**src/rtl/mpq_pkg.sv**
```systemverilog
`timescale 1ns/1ps
package mpq_pkg;
  localparam int PKT_BYTES = 5;
  localparam int IDX_W = $clog2(PKT_BYTES);
  localparam logic [7:0] SYNC_BASE = 8'h87;

  typedef struct packed {
    logic             loadEvt;
    logic             pushEn;
    logic [IDX_W-1:0] byteSel;
    logic             clearQ;
  } mpqCtrl_t;

  typedef enum logic { S_IDLE, S_PUSH } mpqState_e;
endpackage

```
**src/rtl/mpq_ctrl.sv**
```systemverilog
`timescale 1ns/1ps
module mpq_ctrl
  import mpq_pkg::*;
(
  input  logic     clk,
  input  logic     rstN,
  input  logic     evtValid,
  input  logic     queueClear,
  output logic     busy,
  output mpqCtrl_t ctrl
);
  localparam logic [IDX_W-1:0] LAST_IDX = IDX_W'(PKT_BYTES - 1);

  mpqState_e        state;
  logic [IDX_W-1:0] idx;
  logic             accept;

  assign accept = evtValid && (state == S_IDLE) && !queueClear;

  always_ff @(posedge clk or negedge rstN) begin
    if (!rstN) begin
      state <= S_IDLE;
      idx   <= '0;
    end else if (queueClear) begin
      state <= S_IDLE;
      idx   <= '0;
    end else if (accept) begin
      state <= S_PUSH;
      idx   <= '0;
    end else if (state == S_PUSH) begin
      if (idx == LAST_IDX) begin
        state <= S_IDLE;
        idx   <= '0;
      end else begin
        idx <= idx + 1'b1;
      end
    end
  end

  always_comb begin
    ctrl.loadEvt = accept;
    ctrl.pushEn  = (state == S_PUSH) && !queueClear;
    ctrl.byteSel = idx;
    ctrl.clearQ  = queueClear;
  end

  assign busy = (state == S_PUSH);
endmodule

```
**src/rtl/mpq_fifo.sv**
```systemverilog
`timescale 1ns/1ps
module mpq_fifo #(
  parameter int DEPTH  = 16,
  parameter int DATA_W = 8
) (
  input  logic              clk,
  input  logic              rstN,
  input  logic              clr,
  input  logic              push,
  input  logic [DATA_W-1:0] pushData,
  input  logic              pop,
  output logic [DATA_W-1:0] popData,
  output logic              notEmpty
);
  localparam int PTR_W = (DEPTH > 1) ? $clog2(DEPTH) : 1;
  localparam int CNT_W = $clog2(DEPTH + 1);
  localparam logic [PTR_W-1:0] PTR_LAST = PTR_W'(DEPTH - 1);
  localparam logic [CNT_W-1:0] CNT_FULL = CNT_W'(DEPTH);

  logic [DATA_W-1:0] mem [DEPTH];
  logic [PTR_W-1:0]  wrPtr, rdPtr;
  logic [CNT_W-1:0]  count;
  logic              doPush, doPop, isEmpty, isFull;

  assign isEmpty = (count == '0);
  assign isFull  = (count == CNT_FULL);
  assign doPush  = push && !isFull && !clr;
  assign doPop   = pop && !isEmpty && !clr;

  function automatic logic [PTR_W-1:0] nextPtr(input logic [PTR_W-1:0] p);
    return (p == PTR_LAST) ? '0 : p + 1'b1;
  endfunction

  always_ff @(posedge clk or negedge rstN) begin
    if (!rstN) begin
      wrPtr <= '0;
      rdPtr <= '0;
      count <= '0;
    end else if (clr) begin
      wrPtr <= '0;
      rdPtr <= '0;
      count <= '0;
    end else begin
      if (doPush) wrPtr <= nextPtr(wrPtr);
      if (doPop)  rdPtr <= nextPtr(rdPtr);
      case ({doPush, doPop})
        2'b10:   count <= count + 1'b1;
        2'b01:   count <= count - 1'b1;
        default: count <= count;
      endcase
    end
  end

  always_ff @(posedge clk) begin
    if (doPush) mem[wrPtr] <= pushData;
  end

  assign popData  = isEmpty ? '0 : mem[rdPtr];
  assign notEmpty = !isEmpty;
endmodule

```
**src/rtl/mpq_datapath.sv**
```systemverilog
`timescale 1ns/1ps
module mpq_datapath
  import mpq_pkg::*;
#(
  parameter int MOTION_W    = 10,
  parameter int QUEUE_DEPTH = 16
) (
  input  logic                       clk,
  input  logic                       rstN,
  input  mpqCtrl_t                   ctrl,
  input  logic signed [MOTION_W-1:0] evtDx,
  input  logic signed [MOTION_W-1:0] evtDy,
  input  logic                       btnLeft,
  input  logic                       btnMiddle,
  input  logic                       btnRight,
  input  logic                       popReq,
  output logic [7:0]                 popData,
  output logic                       byteAvail
);
  localparam int EXT_W = MOTION_W + 1;
  localparam logic signed [EXT_W-1:0] SAT_HI = EXT_W'(127);
  localparam logic signed [EXT_W-1:0] SAT_LO = EXT_W'(-127);

  logic signed [EXT_W-1:0]   xExt, yExt, yNeg;
  logic [7:0]                syncByte, xByte, yByte;
  logic [PKT_BYTES-1:0][7:0] pktReg;
  logic [PKT_BYTES-1:0][7:0] pktNext;
  logic [7:0]                pushData;

  function automatic logic [7:0] clampByte(input logic signed [EXT_W-1:0] v);
    if (v > SAT_HI)      return 8'h7F;
    else if (v < SAT_LO) return 8'h81;
    else                 return v[7:0];
  endfunction

  always_comb begin
    xExt     = EXT_W'(evtDx);
    yExt     = EXT_W'(evtDy);
    yNeg     = -yExt;
    xByte    = clampByte(xExt);
    yByte    = clampByte(yNeg);
    syncByte = SYNC_BASE ^ {5'b0, btnLeft, btnMiddle, btnRight};
  end

  // byte slot 0 leaves first; slots beyond the motion bytes are zero padding
  for (genvar g = 0; g < PKT_BYTES; g++) begin : gSlot
    if (g == 0) begin : gSync
      assign pktNext[g] = syncByte;
    end else if (g == 1) begin : gX
      assign pktNext[g] = xByte;
    end else if (g == 2) begin : gY
      assign pktNext[g] = yByte;
    end else begin : gPad
      assign pktNext[g] = 8'h00;
    end
  end

  always_ff @(posedge clk or negedge rstN) begin
    if (!rstN)             pktReg <= '0;
    else if (ctrl.loadEvt) pktReg <= pktNext;
  end

  assign pushData = pktReg[ctrl.byteSel];

  mpq_fifo #(
    .DEPTH (QUEUE_DEPTH),
    .DATA_W(8)
  ) u_fifo (
    .clk     (clk),
    .rstN    (rstN),
    .clr     (ctrl.clearQ),
    .push    (ctrl.pushEn),
    .pushData(pushData),
    .pop     (popReq),
    .popData (popData),
    .notEmpty(byteAvail)
  );
endmodule

```
**src/rtl/mouse_packet_queue.sv**
```systemverilog
`timescale 1ns/1ps
module mouse_packet_queue
  import mpq_pkg::*;
#(
  parameter int MOTION_W    = 10,
  parameter int QUEUE_DEPTH = 16
) (
  input  logic                       clk,
  input  logic                       rstN,
  input  logic                       evtValid,
  input  logic signed [MOTION_W-1:0] evtDx,
  input  logic signed [MOTION_W-1:0] evtDy,
  input  logic                       btnLeft,
  input  logic                       btnMiddle,
  input  logic                       btnRight,
  output logic                       busy,
  input  logic                       queueClear,
  input  logic                       popReq,
  output logic [7:0]                 popData,
  output logic                       byteAvail
);
  mpqCtrl_t ctrl;

  mpq_ctrl u_ctrl (
    .clk       (clk),
    .rstN      (rstN),
    .evtValid  (evtValid),
    .queueClear(queueClear),
    .busy      (busy),
    .ctrl      (ctrl)
  );

  mpq_datapath #(
    .MOTION_W   (MOTION_W),
    .QUEUE_DEPTH(QUEUE_DEPTH)
  ) u_dp (
    .clk      (clk),
    .rstN     (rstN),
    .ctrl     (ctrl),
    .evtDx    (evtDx),
    .evtDy    (evtDy),
    .btnLeft  (btnLeft),
    .btnMiddle(btnMiddle),
    .btnRight (btnRight),
    .popReq   (popReq),
    .popData  (popData),
    .byteAvail(byteAvail)
  );
endmodule

```
**config.mk**
```make
export PLATFORM = sky130hd
export DESIGN_NAME = mouse_packet_queue
export DESIGN_NICKNAME = d
export VERILOG_FILES = /design/src/rtl/mpq_pkg.sv /design/src/rtl/mpq_ctrl.sv /design/src/rtl/mpq_fifo.sv /design/src/rtl/mpq_datapath.sv /design/src/rtl/mouse_packet_queue.sv
export SDC_FILE = /design/constraint.sdc
export NUM_CORES = 1
export LEC_CHECK = 0
export ABC_CLOCK_PERIOD_IN_PS = 2600
export BUFFER_PORTS_ARGS = -buffer_cell sky130_fd_sc_hd__buf_2
export CORE_AREA = 2 2 192 138
export CTS_CLUSTER_SIZE = 28
export DETAILED_ROUTE_END_ITERATION = 6
export DIE_AREA = 0 0 194 140
export PLACE_DENSITY = 0.52
export SLEW_MARGIN = 0
export SYNTH_ARGS = -nofsm -noshare
export SYNTH_HDL_FRONTEND = slang
export SYNTH_HIERARCHICAL = 1
export SYNTH_SLANG_ARGS = --single-unit
```
**constraint.sdc**
```tcl
create_clock -name clk -period 2.6 [get_ports clk]
set_input_delay 0.13 -clock clk [delete_from_list [all_inputs] [get_ports clk]]
set_output_delay 0.13 -clock clk [all_outputs]
set_load 0.1 [all_outputs]
```
# Word level (Yosys, flattened, before mapping)
# Memory sizes are Yosys's and may differ from the RTL's.
# Index checks and enable logic that the tools add are counted.
# op_classes
n_eq_ne	6
n_mux	25
bitwise_logic	2
reduce_logical	15
add_sub_neg	6
magnitude_cmp	5
# ops
op	n
two-way mux 8 bit	6
binary-select mux 8 bit (select 3 bit)	1
two-way mux 4 bit	6
two-way mux 3 bit	4
> comparator 11 x 8 -> 1 bit, second input constant	1
< comparator 11 x 8 -> 1 bit, second input constant	1
negator 10 -> 11 bit	1
> comparator 10 x 8 -> 1 bit, second input constant	1
< comparator 10 x 8 -> 1 bit, second input constant	1
case mux 5 bit (2 select lines)	1
adder 4 x 1 -> 4 bit, second input constant	2
== test 4 bit, second input constant	2
logical AND 1 bit	7
two-way mux 1 bit	6
nonzero test 3 bit	2
adder 5 x 1 -> 5 bit, second input constant	1
== test 5 bit, second input constant	1
logical NOT 5 bit	1
two-way mux 5 bit	1
subtractor 5 x 1 -> 5 bit, second input constant	1
< comparator 3 x 4 -> 1 bit, second input constant	1
NOT 3 -> 4 bit	1
nonzero test 2 bit	2
adder 3 x 1 -> 3 bit, second input constant	1
5 further kinds	7
# totals
output_inout_bits	10
regBits	37
ram_bits	128
n_memories	1
inputBits	28
# mem_list
memory	words	word_bits	read_ports	rd_ports_with_merged_regs	write_ports	line_no	rtl
u_dp.u_fifo.mem	16	8	1	0	1	mpq_fifo.sv:20	logic [DATA_W-1:0] mem [DEPTH];

# Depth between registers and ports, before layout
# Gate-level depths: netlist of run 1.
# depth
ltp_word	7
mapped_depth	11
mapped_depth_nobuf	10

# Modules after synthesis
# Netlist of run 1, hierarchy kept.
# modules_own_cells
mod	area_each_um2	n_inst	cells_per_inst
mpq_fifo	5819.3	1	314
mpq_datapath	1427.6	1	166
mpq_ctrl	251.5	1	27

# Worst setup path before layout of run 1
# Ideal clock, no wire load.
# synth_path
path_type	flip-flop to flip-flop
startpoint	reg u_ctrl.state, in the netlist u_ctrl/busy
endpoint	mem u_dp.u_fifo.mem[3][0], enable pin
period_less_slack_ps	3252
arrival_time_ps	2868
path_stages_with_launch	7
t_required_ps	2217
path_slack_ps	-652
path_buffers	1
path_cell_list	dfrtp_1 -> buf_6 -> nor2b_1 -> a21boi_2 -> nor2b_1 -> nand2_1 -> nor3_1
# synth_lines
element	line_no	rtl
from (decl)	mpq_ctrl.sv:14	mpqState_e state;
from (signal assigned)	mpq_ctrl.sv:22	state <= S_IDLE;
from (signal assigned)	mpq_ctrl.sv:25	state <= S_IDLE;
from (signal assigned)	mpq_ctrl.sv:28	state <= S_PUSH;
to (decl)	mpq_fifo.sv:20	

==> metrics.cfg, run 1 <==
[run_status]
outcome=finished clean

[clock_tree]
worstSkewPairLatency_ps=430
clockRootBuffer=clkbuf_16
cts_tree=built
clock_sinks=165
clk_path_buf_depth=2
clkTransAtPathRegs_ps=70
htree_levels=4
cts-buffers-inserted=17

[logic_synthesis]
synthSimpleGateAreaFrac_pct=9.378
synth.avg_cell_area_um2=14.79
synth-xor-area-share_pct=1.635
syn_nets=546
synth_seq_area_share_pct=63.61
synth_edf_count=128
synth_seq_cells=165
synth_top_family_by_area=multiplexers
synth_cells=507
ys_warn_count=6
synth_ff_type=edfxtp_1
synth_fa_ha_area_share_pct=1.835
synth.mux.area_fraction_pct=13.23
synth_area_mm2=0.007498
synth-compound-area-share_pct=7.842
async_flop_share_pct=22.42
synth.distinct_cells=65

[hold_path]
hp-class=in2reg
hold_path_end=u_ctrl/idx[0]$_DFFE_PN0P_
hold_start=evtValid
worstHoldPathCells=4

[routing]
dr_wl_met2_um=7829
drt-wirelength-per-cell_um=18.30
antenna_left=0
first_pass_iters=5
wl_met1_um=8145
wl_met3_um=909
routed_wl_um=17110
top_layer_used=met4
drt_iter0_drc=290
drc=0
vias=4566
avgViaCountPerCell=4.883

[sta]
skew_ps=10.36
max_slew_margin_pct=40.85
hold_viol=0
finalCriticalPeriod_ps=2520
whs_ps=28.74
finalSetupViolCount=0
setup_ws_ps=79.54
fmaxAchievable_mhz=396.8
finalCritPeriodShare_pct=96.94
drv_slew=0
tightest_slew_ps=887.2

[critical_path]
rrSetupSlack_ps=80
critPathMaxStageDelay_ps=470
cp_cell_sequence=nor2b_4 > or3b_4 > mux2i_4 > xor2_1 > ha_2 > or3_1 > a21oi_2 > mux2i_1 > or3_1 > a21oi_2
critical_path_buf_inv_count=0
cp.arrival_ps=2880
start_kind=flip-flop
worstPathMaxFanout=2
r2r-end=u_dp/u_fifo/count[4]$_DFFE_PN0P_
r2r_cells=10
critPathTopFamily=simple AND/OR/NAND/NOR gates
crit_type=reg2reg
cp-end-kind=flip-flop
cp.required_ps=2960
r2r_start=u_ctrl/busy$_DFF_PN0_
slowest_stage=dfrtp_4

[floorplan]
num_rows=49
dieArea_mm2=0.02716
io_pins=38
die_y_um=140
start_util_pct=29.69
fp.dieW_um=194
coreArea_mm2=0.02526

[cells_and_area]
area_growth_pct=23.19
final-instance-count-excl-fill=935
antennaDiodeCount=0
final_nets=630
final_common_cell=edfxtp_1
final_cell_mix=edfxtp_1 (128), nor2_1 (63), buf_4 (43), dfrtp_1 (35), mux4_2 (32)
final_util_pct=36.57
layout-drive-gt1-share_pct=29.64
fillCellCount=2421

[global_routing]
grt_use_total_pct=13.13
grt_start_max_net_pins=38
grt_pass1_vias=4696
antenna_found_initial=0
gr-total-overflow=0
grt_pass1_wl_um=27090

[pwr]
ir_drop_v=0.001302
p_leak_nw=3.183
p_per_area_mw_per_mm2=882.8
p_total_w=0.008155

[placement]
place_ws_ps=2.609
gp_congestion=0.7645
port_buffers=37
placedCellCount=890
dpl.hpwl_um=11710

[run]
cap_violations=0

==> flip-flops by register name, summed over array words and instances, names as in the netlist <==
signal	cells
u_ctrl/busy	1
u_ctrl/idx	3
u_dp/pktReg	20
u_dp/u_fifo/count	5
u_dp/u_fifo/mem	128
u_dp/u_fifo/rdPtr	4
u_dp/u_fifo/wrPtr	4
==> metrics by stage <==
stage,setup TNS [ps],instance area [µm²]
CTS,0,9203
floorplan,-2955,7553
global route,-43.97,9238
detailed placement,0,8483
finish,0,9238
global placement,0,8483
==> cells in the mapped netlist (all sizes together), types with 3 or more instances <==
library cell  number  area share, %
a21oi             21            1.4
a22oi              5           0.50
a31o               3           0.35
a31oi              4           0.33
buf               19            1.5
clkbuf            10           0.50
dfrtp             37             12
edfxtp           128             51
ha                11            1.8
inv                8           0.40
mux2i             26            3.5
mux4              32            9.6
nand2             20            1.0
nand2b             5           0.42
nand3              9           0.67
nor2              64            3.2
nor2b              5           0.42
nor3               8           0.60
nor3b              4           0.40
nor4               5           0.78
nor4b              3           0.43
o21ai             11           0.73
o22ai             15            1.3
o2bb2ai            7           0.82
or2                3           0.25
or3                4           0.33
xnor2              5           0.58
xor2               9            1.1
==> logic make-up after synthesis <==
kind of cell,after synthesis
flip-flops,165
adder cells (fa/ha/maj),11
AO/OA/AOI/OAI,83
XOR/XNOR,14
multiplexers,59
buffers and inverters,38
AND/OR/NAND/NOR,137
==> tightest hold or removal path, cell delays in order <==
cell and delay [ps]:
buf_2 120, nor2_2 50, nand2_1 60, a21oi_1 50
==> layout make-up <==
cell class | count | area, µm² | share of cell area, %
flip-flops and latches | 165 | 4775 | 51.69
multi-input cells | 304 | 2635 | 28.53
repair buffers | 94 | 788.3 | 8.533
clock buffers | 18 | 429.2 | 4.646
well taps | 331 | 414.1 | 4.483
clock inverters | 14 | 162.7 | 1.761
inverters | 9 | 33.78 | 0.3657
==> how the worst max path moves through the flow <==
stage,from,end,slack [ps],depth (start not counted)
3_3_place_gp,u_ctrl/busy$_DFF_PN0_,u_dp/u_fifo/count[4]$_DFFE_PN0P_,50,10
5_1_grt,u_ctrl/busy$_DFF_PN0_,u_dp/u_fifo/count[4]$_DFFE_PN0P_,-40,10
2_1_floorplan,u_dp/u_fifo/count[2]$_DFFE_PN0P_,popData[6],-340,4
4_1_cts,u_ctrl/busy$_DFF_PN0_,u_dp/u_fifo/count[4]$_DFFE_PN0P_,10,10
3_5_place_dp,u_ctrl/busy$_DFF_PN0_,u_dp/u_fifo/count[4]$_DFFE_PN0P_,3,10
6_report,u_ctrl/busy$_DFF_PN0_,u_dp/u_fifo/count[4]$_DFFE_PN0P_,80,10
==> layer usage <==
layer	vias up	global-route usage, %
met1	2309	18.80
li1	2137	-
met5	-	0
met4	0	4.266
met2	105	20.28
met3	15	2.312
==> power breakdown <==
group,switching [W],leakage [nW],internal (W)
sequential,0.0000725,1.63,0.00298
combinational,0.00156,1.26,0.000999
clock,0.00110,0.287,0.00144
==> timing repair <==
| action | CTS | global route |
|---|---|---|
| hold endpoints to repair | 48 | 0 |
| gates resized for setup | 0 | 7 |
| endpoints found under the setup margin | 1 | 2 |
| pin swaps | 0 | 1 |
| hold buffers | 12 | 0 |
| setup buffers | 1 | 0 |
(Power assumes the default switching activity.)
==> run 2: changes to the inputs <==
--- a/config.mk
+++ b/config.mk
@@ -5,13 +5,13 @@
 export SDC_FILE = /design/constraint.sdc
 export NUM_CORES = 1
 export LEC_CHECK = 0
-export ABC_CLOCK_PERIOD_IN_PS = 2600
+export ABC_CLOCK_PERIOD_IN_PS = 2670
 export BUFFER_PORTS_ARGS = -buffer_cell sky130_fd_sc_hd__buf_2
 export CORE_AREA = 2 2 192 138
 export CTS_CLUSTER_SIZE = 28
 export DETAILED_ROUTE_END_ITERATION = 6
 export DIE_AREA = 0 0 194 140
-export PLACE_DENSITY = 0.52
+export PLACE_DENSITY = 0.51
 export SLEW_MARGIN = 0
 export SYNTH_ARGS = -nofsm -noshare
 export SYNTH_HDL_FRONTEND = slang
==> constraint.sdc (replaced) <==
create_clock -name clk -period 2.67 [get_ports clk]
set_input_delay 0.1335 -clock clk [delete_from_list [all_inputs] [get_ports clk]]
set_output_delay 0.1335 -clock clk [all_outputs]
set_load 0.1 [all_outputs]
==> run 2 against run 1 <==
  * Fmax fell by 0.62%
  * Via count up 0.59%
  * Combinational power down 3%
  * Critical path depth stayed put
  * Clock power shrank 9.1%
  * Highest routed layer unchanged
==> metrics.cfg, run 2 (synthesis gave the netlist of run 1 again) <==
[routing]
vias=4593  ; +0.59%
drt_iter0_drc=399  ; +38%
antenna_left=0  ; unchanged
drc=0  ; unchanged
routed_wl_um=17180  ; +0.41%
avgViaCountPerCell=4.939  ; +1.1%
first_pass_iters=4  ; -1
drt-wirelength-per-cell_um=18.47  ; +0.95%

[placement]
placedCellCount=886  ; -0.45%
place_ws_ps=79.04  ; +76.43 ps
dpl.hpwl_um=11660  ; -0.38%
port_buffers=37  ; unchanged
gp_congestion=0.8355  ; +9.3%

[critical_path]
critPathMaxStageDelay_ps=470  ; about the same
worstPathMaxFanout=4  ; +2
cp_cell_sequence=nor2b_2 > or3b_4 > mux2i_4 > xor2_1 > ha_2 > or3_1 > a21oi_1 > mux2i_1 > or3_1 > a21oi_1
critical_path_buf_inv_count=0  ; unchanged
r2r_start=u_ctrl/busy$_DFF_PN0_
slowest_stage=dfrtp_4
startpoint=u_ctrl/busy$_DFF_PN0_
start_kind=flip-flop
cp-end-kind=flip-flop
cp.arrival_ps=2890  ; about the same
crit_type=reg2reg
cp.required_ps=3020  ; +60 ps
critPathTopFamily=simple AND/OR/NAND/NOR gates

[cells_and_area]
layout-drive-gt1-share_pct=28.71  ; -0.92 points
largest_reg_flops=128  ; unchanged
area_growth_pct=21.73
final_util_pct=36.14  ; -0.44 points
final_cell_mix=edfxtp_1 (128), nor2_1 (63), buf_4 (39), dfrtp_1 (35), mux4_2 (32)
fillCellCount=2406  ; -0.62%
final_common_cell=edfxtp_1
reg_top3=u_dp/u_fifo/mem x128, u_dp/pktReg x20, u_dp/u_fifo/count x5
antennaDiodeCount=0  ; unchanged
final_nets=625  ; -0.79%
final-instance-count-excl-fill=930  ; -0.53%
largest_register=u_dp/u_fifo/mem

[pwr]
p_clk_share_pct=29.7  ; -1.5 points
p_leak_nw=3.154  ; -0.89%
swShare_pct=33.71  ; +0.25 points
p_comb_share_pct=31.9  ; +0.5 points
p_per_area_mw_per_mm2=852.0  ; -3.5%
power_switching_w=0.002622  ; -3.9%
p_int_w=0.005155  ; -5.0%
ir_drop_v=0.0004978  ; -62%
power_frac_seq_pct=38.5  ; +1.0 points

[global_routing]
grt_pass1_wl_um=26830  ; -0.97%
gr-total-overflow=0  ; unchanged
grt_use_total_pct=13.14  ; about the same
antenna_found_initial=0  ; unchanged
grt_start_max_net_pins=38  ; unchanged
grt_pass1_vias=4715  ; +0.40%

[floorplan]
start_util_pct=29.69  ; unchanged
dieArea_mm2=0.02716  ; unchanged
num_rows=49  ; unchanged
die_y_um=140  ; unchanged
io_pins=38  ; unchanged
coreArea_mm2=0.02526  ; unchanged
fp.dieW_um=194  ; unchanged

[clock_tree]
cts_tree=built
worstSkewPairLatency_ps=430  ; about the same
htree_levels=4  ; unchanged
clock_sinks=165  ; unchanged
cts-buffers-inserted=17  ; unchanged
clkTransAtPathRegs_ps=70  ; about the same
clk_path_buf_depth=2  ; unchanged
clockRootBuffer=clkbuf_16

[sta]
max_slew_margin_pct=41.75  ; +0.89 points
finalCritPeriodShare_pct=94.98  ; -2.0 points
drv_slew=0  ; unchanged
tightest_slew_ps=873.8  ; -13.38 ps
fmaxAchievable_mhz=394.3  ; -0.62%
skew_ps=12.45  ; +2.092 ps
finalCriticalPeriod_ps=2536  ; +15.63 ps
finalSetupViolCount=0  ; unchanged
setup_ws_ps=133.9  ; +54.37 ps
fin_tns_setup_ps=0  ; unchanged
whs_ps=22.60  ; -6.137 ps
hold_viol=0  ; unchanged

[run]
cap_violations=0  ; unchanged

[hold_path]
hp-class=in2reg
hold_start=evtDx[1]

[run_status]
outcome=finished clean

==> run 2: changes by cell type in the layout (fill, tap and decap cells not counted), sizes merged <==
cell         previous run  this run
clkinv                  4        10
inv                    15        10
buf                    82        78
bufinv                  2         1
clkbuf                 18        17
clkinvlp                2         3
dlygate4sd3            12        11
==> run 2: layout make-up <==
class | instances | area (µm²) | share of cell area (%)
repair buffers | 89 | 748.2 | 8.197
clock buffers | 17 | 425.4 | 4.661
multi-input cells | 304 | 2597 | 28.46
flip-flops and latches | 165 | 4775 | 52.31
clock inverters | 15 | 133.9 | 1.467
inverters | 9 | 33.78 | 0.3701
well taps | 331 | 414.1 | 4.537
==> run 2: repair_timing <==
action                                  4_1_cts  5_1_grt
setup buffers                                 0        1
hold endpoints to repair                     47        0
resized for setup                             0        4
endpoints found under the setup margin        0        1
hold buffers                                 11        0
==> run 2: routing by layer <==
metal / up-vias / global-route usage (%) / share of wire (%)
li1: 2125 / - / -
met1: 2357 / 18.62 / 48
met2: 96 / 20.15 / 46
met3: 15 / 2.962 / 4.4
met4: 0 / 3.987 / 1.1
met5: - / 0 / 0
==> run 2: through the flow <==
step	power (W)	cell area [µm²]
floorplan	0.004682	7528
global placement	0.005458	8428
detailed placement	0.005490	8428
CTS	0.007826	9097
global route	0.008105	9128
finish	0.007776	9128
==> run 2: power groups by stage <==
stage	Combinational (W)	Sequential (W)	Clock (W)
finish	0.00248	0.00299	0.00231
global route	0.00262	0.00300	0.00248
CTS	0.00247	0.00298	0.00237
detailed placement	0.00245	0.00304	0
global placement	0.00243	0.00303	0
floorplan	0.00166	0.00302	0
==> run 2: worst paths after layout <==
path	end	slack (ps)	depth (start not counted)
min in group asynchronous	u_dp/pktReg[20]$_DFFE_PN0P_	360	2
max in group asynchronous	u_ctrl/busy$_DFF_PN0_	1650	2
max	u_dp/u_fifo/count[4]$_DFFE_PN0P_	130	10
min	u_dp/pktReg[9]$_DFFE_PN0P_	20	3
max reg2reg	u_dp/u_fifo/count[4]$_DFFE_PN0P_	130	10
min reg2reg	u_dp/pktReg[7]$_DFFE_PN0P_	470	1
==> run 2: worst reg2reg max path, stage by stage (launching register included) <==
cell and delay, ps:
dfrtp_4 470, nor2b_2 160, or3b_4 390, mux2i_4 170
xor2_1 90, ha_2 200, or3_1 300, a21oi_1 150
mux2i_1 100, or3_1 310, a21oi_1 140
==> run 3: changes to the inputs <==
--- a/config.mk
+++ b/config.mk
@@ -8,10 +8,12 @@
 export ABC_CLOCK_PERIOD_IN_PS = 2670
 export BUFFER_PORTS_ARGS = -buffer_cell sky130_fd_sc_hd__buf_2
 export CORE_AREA = 2 2 192 138
+export CTS_BUF_LIST = sky130_fd_sc_hd__clkbuf_4
 export CTS_CLUSTER_SIZE = 28
 export DETAILED_ROUTE_END_ITERATION = 6
 export DIE_AREA = 0 0 194 140
-export PLACE_DENSITY = 0.51
+export MAX_ROUTING_LAYER = met4
+export PLACE_DENSITY = 0.43
 export SLEW_MARGIN = 0
 export SYNTH_ARGS = -nofsm -noshare
 export SYNTH_HDL_FRONTEND = slang
==> run 3 against run 2 <==
  * Count of clock-buffer cells in the layout stayed put
  * Global-route usage up 0.65 points
  * Setup slack got worse by 21 ps
  * Combinational power about the same
  * Via count down 0.44%
  * Worst hold slack gained 46 ps
  * Die area did not move
  * Sequential power about the same
  * Sequential share of layout area up 0.84 points
  * Wire length increased by 1.7%
  * Critical endpoint unchanged
  * Largest cell class unchanged
  * Highest routed layer unchanged
==> metrics.cfg, run 3 (synthesis gave the netlist of run 1 again) <==
[routing]
first_pass_iters=4  ; unchanged
drc=0  ; unchanged
antenna_left=0  ; unchanged
vias=4573  ; -0.44%
routed_wl_um=17470  ; +1.7%
avgViaCountPerCell=4.865  ; -1.5%
drt-wirelength-per-cell_um=18.58  ; +0.59%
drt_iter0_drc=382  ; -4.3%

[sta]
rsz0062_at_grt=yes
skew_ps=22.85  ; +10.39 ps
fin_tns_setup_ps=0  ; unchanged
finalCritPeriodShare_pct=95.77  ; +0.78 points
tightest_slew_ps=902.9  ; +29.08 ps
fmaxAchievable_mhz=391.1  ; -0.82%
finalCriticalPeriod_ps=2557  ; +20.93 ps
drv_slew=0  ; unchanged
max_slew_margin_pct=39.81  ; -1.9 points
hold_viol=0  ; unchanged
finalSetupViolCount=0  ; unchanged

[cells_and_area]
final_cell_mix=edfxtp_1 (128), nor2_1 (63), buf_4 (40), dfrtp_1 (35), mux4_2 (32)
layout-drive-gt1-share_pct=29.11  ; +0.40 points
multi_input_area_mm2=0.002597  ; unchanged
reg_top3=u_dp/u_fifo/mem x128, u_dp/pktReg x20, u_dp/u_fifo/count x5
final_util_pct=35.57  ; -0.57 points
final_nets=635  ; +1.6%
largest_reg_flops=128  ; unchanged
area_growth_pct=19.81
seq_area_mm2=0.004775  ; unchanged
final_common_cell=edfxtp_1
fillCellCount=2491  ; +3.5%
largest_register=u_dp/u_fifo/mem

[clock_tree]
clock_sinks=165  ; unchanged
cts_tree=built
clkTransAtPathRegs_ps=150  ; +80 ps
worstSkewPairLatency_ps=540  ; +110 ps
clockRootBuffer=clkbuf_4
htree_levels=4  ; unchanged
clk_path_buf_depth=2  ; unchanged
cts-buffers-inserted=17  ; unchanged

[critical_path]
startpoint=u_ctrl/busy$_DFF_PN0_
cp-end-kind=flip-flop
cp.arrival_ps=3050  ; +160 ps
r2r_start=u_ctrl/busy$_DFF_PN0_
r2r_cells=10  ; unchanged
endpoint=u_dp/u_fifo/count[4]$_DFFE_PN0P_
r2r-end=u_dp/u_fifo/count[4]$_DFFE_PN0P_
worstPathMaxFanout=2  ; -2
crit_type=reg2reg
start_kind=flip-flop
rrSetupSlack_ps=110  ; -20 ps
cp.required_ps=3160  ; +140 ps

[placement]
port_buffers=37  ; unchanged
gp_congestion=0.7546  ; -9.7%
dpl.hpwl_um=11900  ; +2.0%

[pwr]
p_clk_share_pct=22.6  ; -7.1 points
swShare_pct=35.79  ; +2.1 points
p_leak_nw=3.091  ; -2.0%
p_per_area_mw_per_mm2=788.1  ; -7.5%
power_switching_w=0.002534  ; -3.4%
p_comb_share_pct=35.2  ; +3.3 points
p_int_w=0.004546  ; -12%
ir_drop_v=0.0004658  ; -6.4%
power_frac_seq_pct=42.2  ; +3.7 points

[global_routing]
grt_use_total_pct=13.79  ; +0.65 points
grt_pass1_wl_um=27370  ; +2.0%
grt_start_max_net_pins=38  ; unchanged
antenna_found_initial=2  ; +2
gr-total-overflow=0  ; unchanged
grt_pass1_vias=4651  ; -1.4%

[floorplan]
dieArea_mm2=0.02716  ; unchanged
start_util_pct=29.69  ; unchanged
io_pins=38  ; unchanged
coreArea_mm2=0.02526  ; unchanged
num_rows=49  ; unchanged
die_y_um=140  ; unchanged
fp.dieW_um=194  ; unchanged

[hold_path]
hp-class=in2reg
hold_start=evtDy[2]

[run]
cap_violations=0  ; unchanged

[run_status]
outcome=finished clean

run 3: changes by cell type in the layout (fill, tap and decap cells not counted), sizes merged:
cell         change
diode            +1
inv              +5
buf              +1
clkinv           -8
dlygate4sd3      +9
bufinv           +2
run 3: timing repair:
item / in CTS / in global routing
gates resized for setup: 2 / 4
hold buffers: 20 / 0
setup buffers: 0 / 1
cloned: 0 / 0
setup endpoints to repair: 8 / 4
endpoints found under the hold margin: 69 / 0
pin swaps: 0 / 1
run 3: power by group through the flow:
stage | registers (W) | logic [W] | clock network (W)
global placement | 0.00304 | 0.00246 | 0
finish | 0.00299 | 0.00249 | 0.00160
CTS | 0.00298 | 0.00250 | 0.00167
detailed placement | 0.00304 | 0.00247 | 0
floorplan | 0.00302 | 0.00166 | 0
global route | 0.00300 | 0.00264 | 0.00176
run 3: how the worst min path moves through the flow:
stage,end,slack [ps],cells after the start
global route,u_dp/pktReg[18]$_DFFE_PN0P_,40,4
global placement,u_dp/pktReg[13]$_DFFE_PN0P_,310,1
floorplan,u_ctrl/idx[0]$_DFFE_PN0P_,-160,0
CTS,u_dp/pktReg[18]$_DFFE_PN0P_,3,4
finish,u_dp/pktReg[18]$_DFFE_PN0P_,70,4
detailed placement,u_dp/pktReg[1]$_DFFE_PN0P_,310,2
run 3: stage by stage:
step	hold slack [ps]	worst slack [ps]	instance area, µm²	instances	total power (W)
finish	68.17	113.0	8984	940	0.007080
floorplan	-162.1	-273.2	7528	507	0.004682
detailed placement	308.1	53.32	8436	887	0.005504
global route	40.20	-11.71	8984	940	0.007412
global placement	305.1	137.2	8436	887	0.005500
CTS	2.765	30.37	8956	938	0.007159
run 3: worst max-delay path, stage by stage (launching register included):
cell and delay (ps):
dfrtp_4 490, nor2b_2 160, or3b_4 380, mux2i_2 190, xor2_1 100, ha_2 180
or3_1 300, a21oi_1 160, mux2i_1 100, or3_1 320, a21oi_2 120
run 3: layer usage:
metal  GRT usage, %  routed length, µm  vias up
li1               -                  -     2142
met1          19.87               8814     2365
met2          20.12               7891       62
met3          2.697                684        4
met4          3.110                 77        0
met5              -                  0        -
run 3: layout make-up:
class | instances | share of cell area [%]
Multi-Input combinational cell | 304 | 28.91
Tap cell | 331 | 4.610
Clock buffer | 17 | 1.421
Sequential cell | 165 | 53.15
Inverter | 9 | 0.3760
Clock inverter | 14 | 2.089
Antenna cell | 1 | 0.02786
Timing Repair Buffer | 99 | 9.415
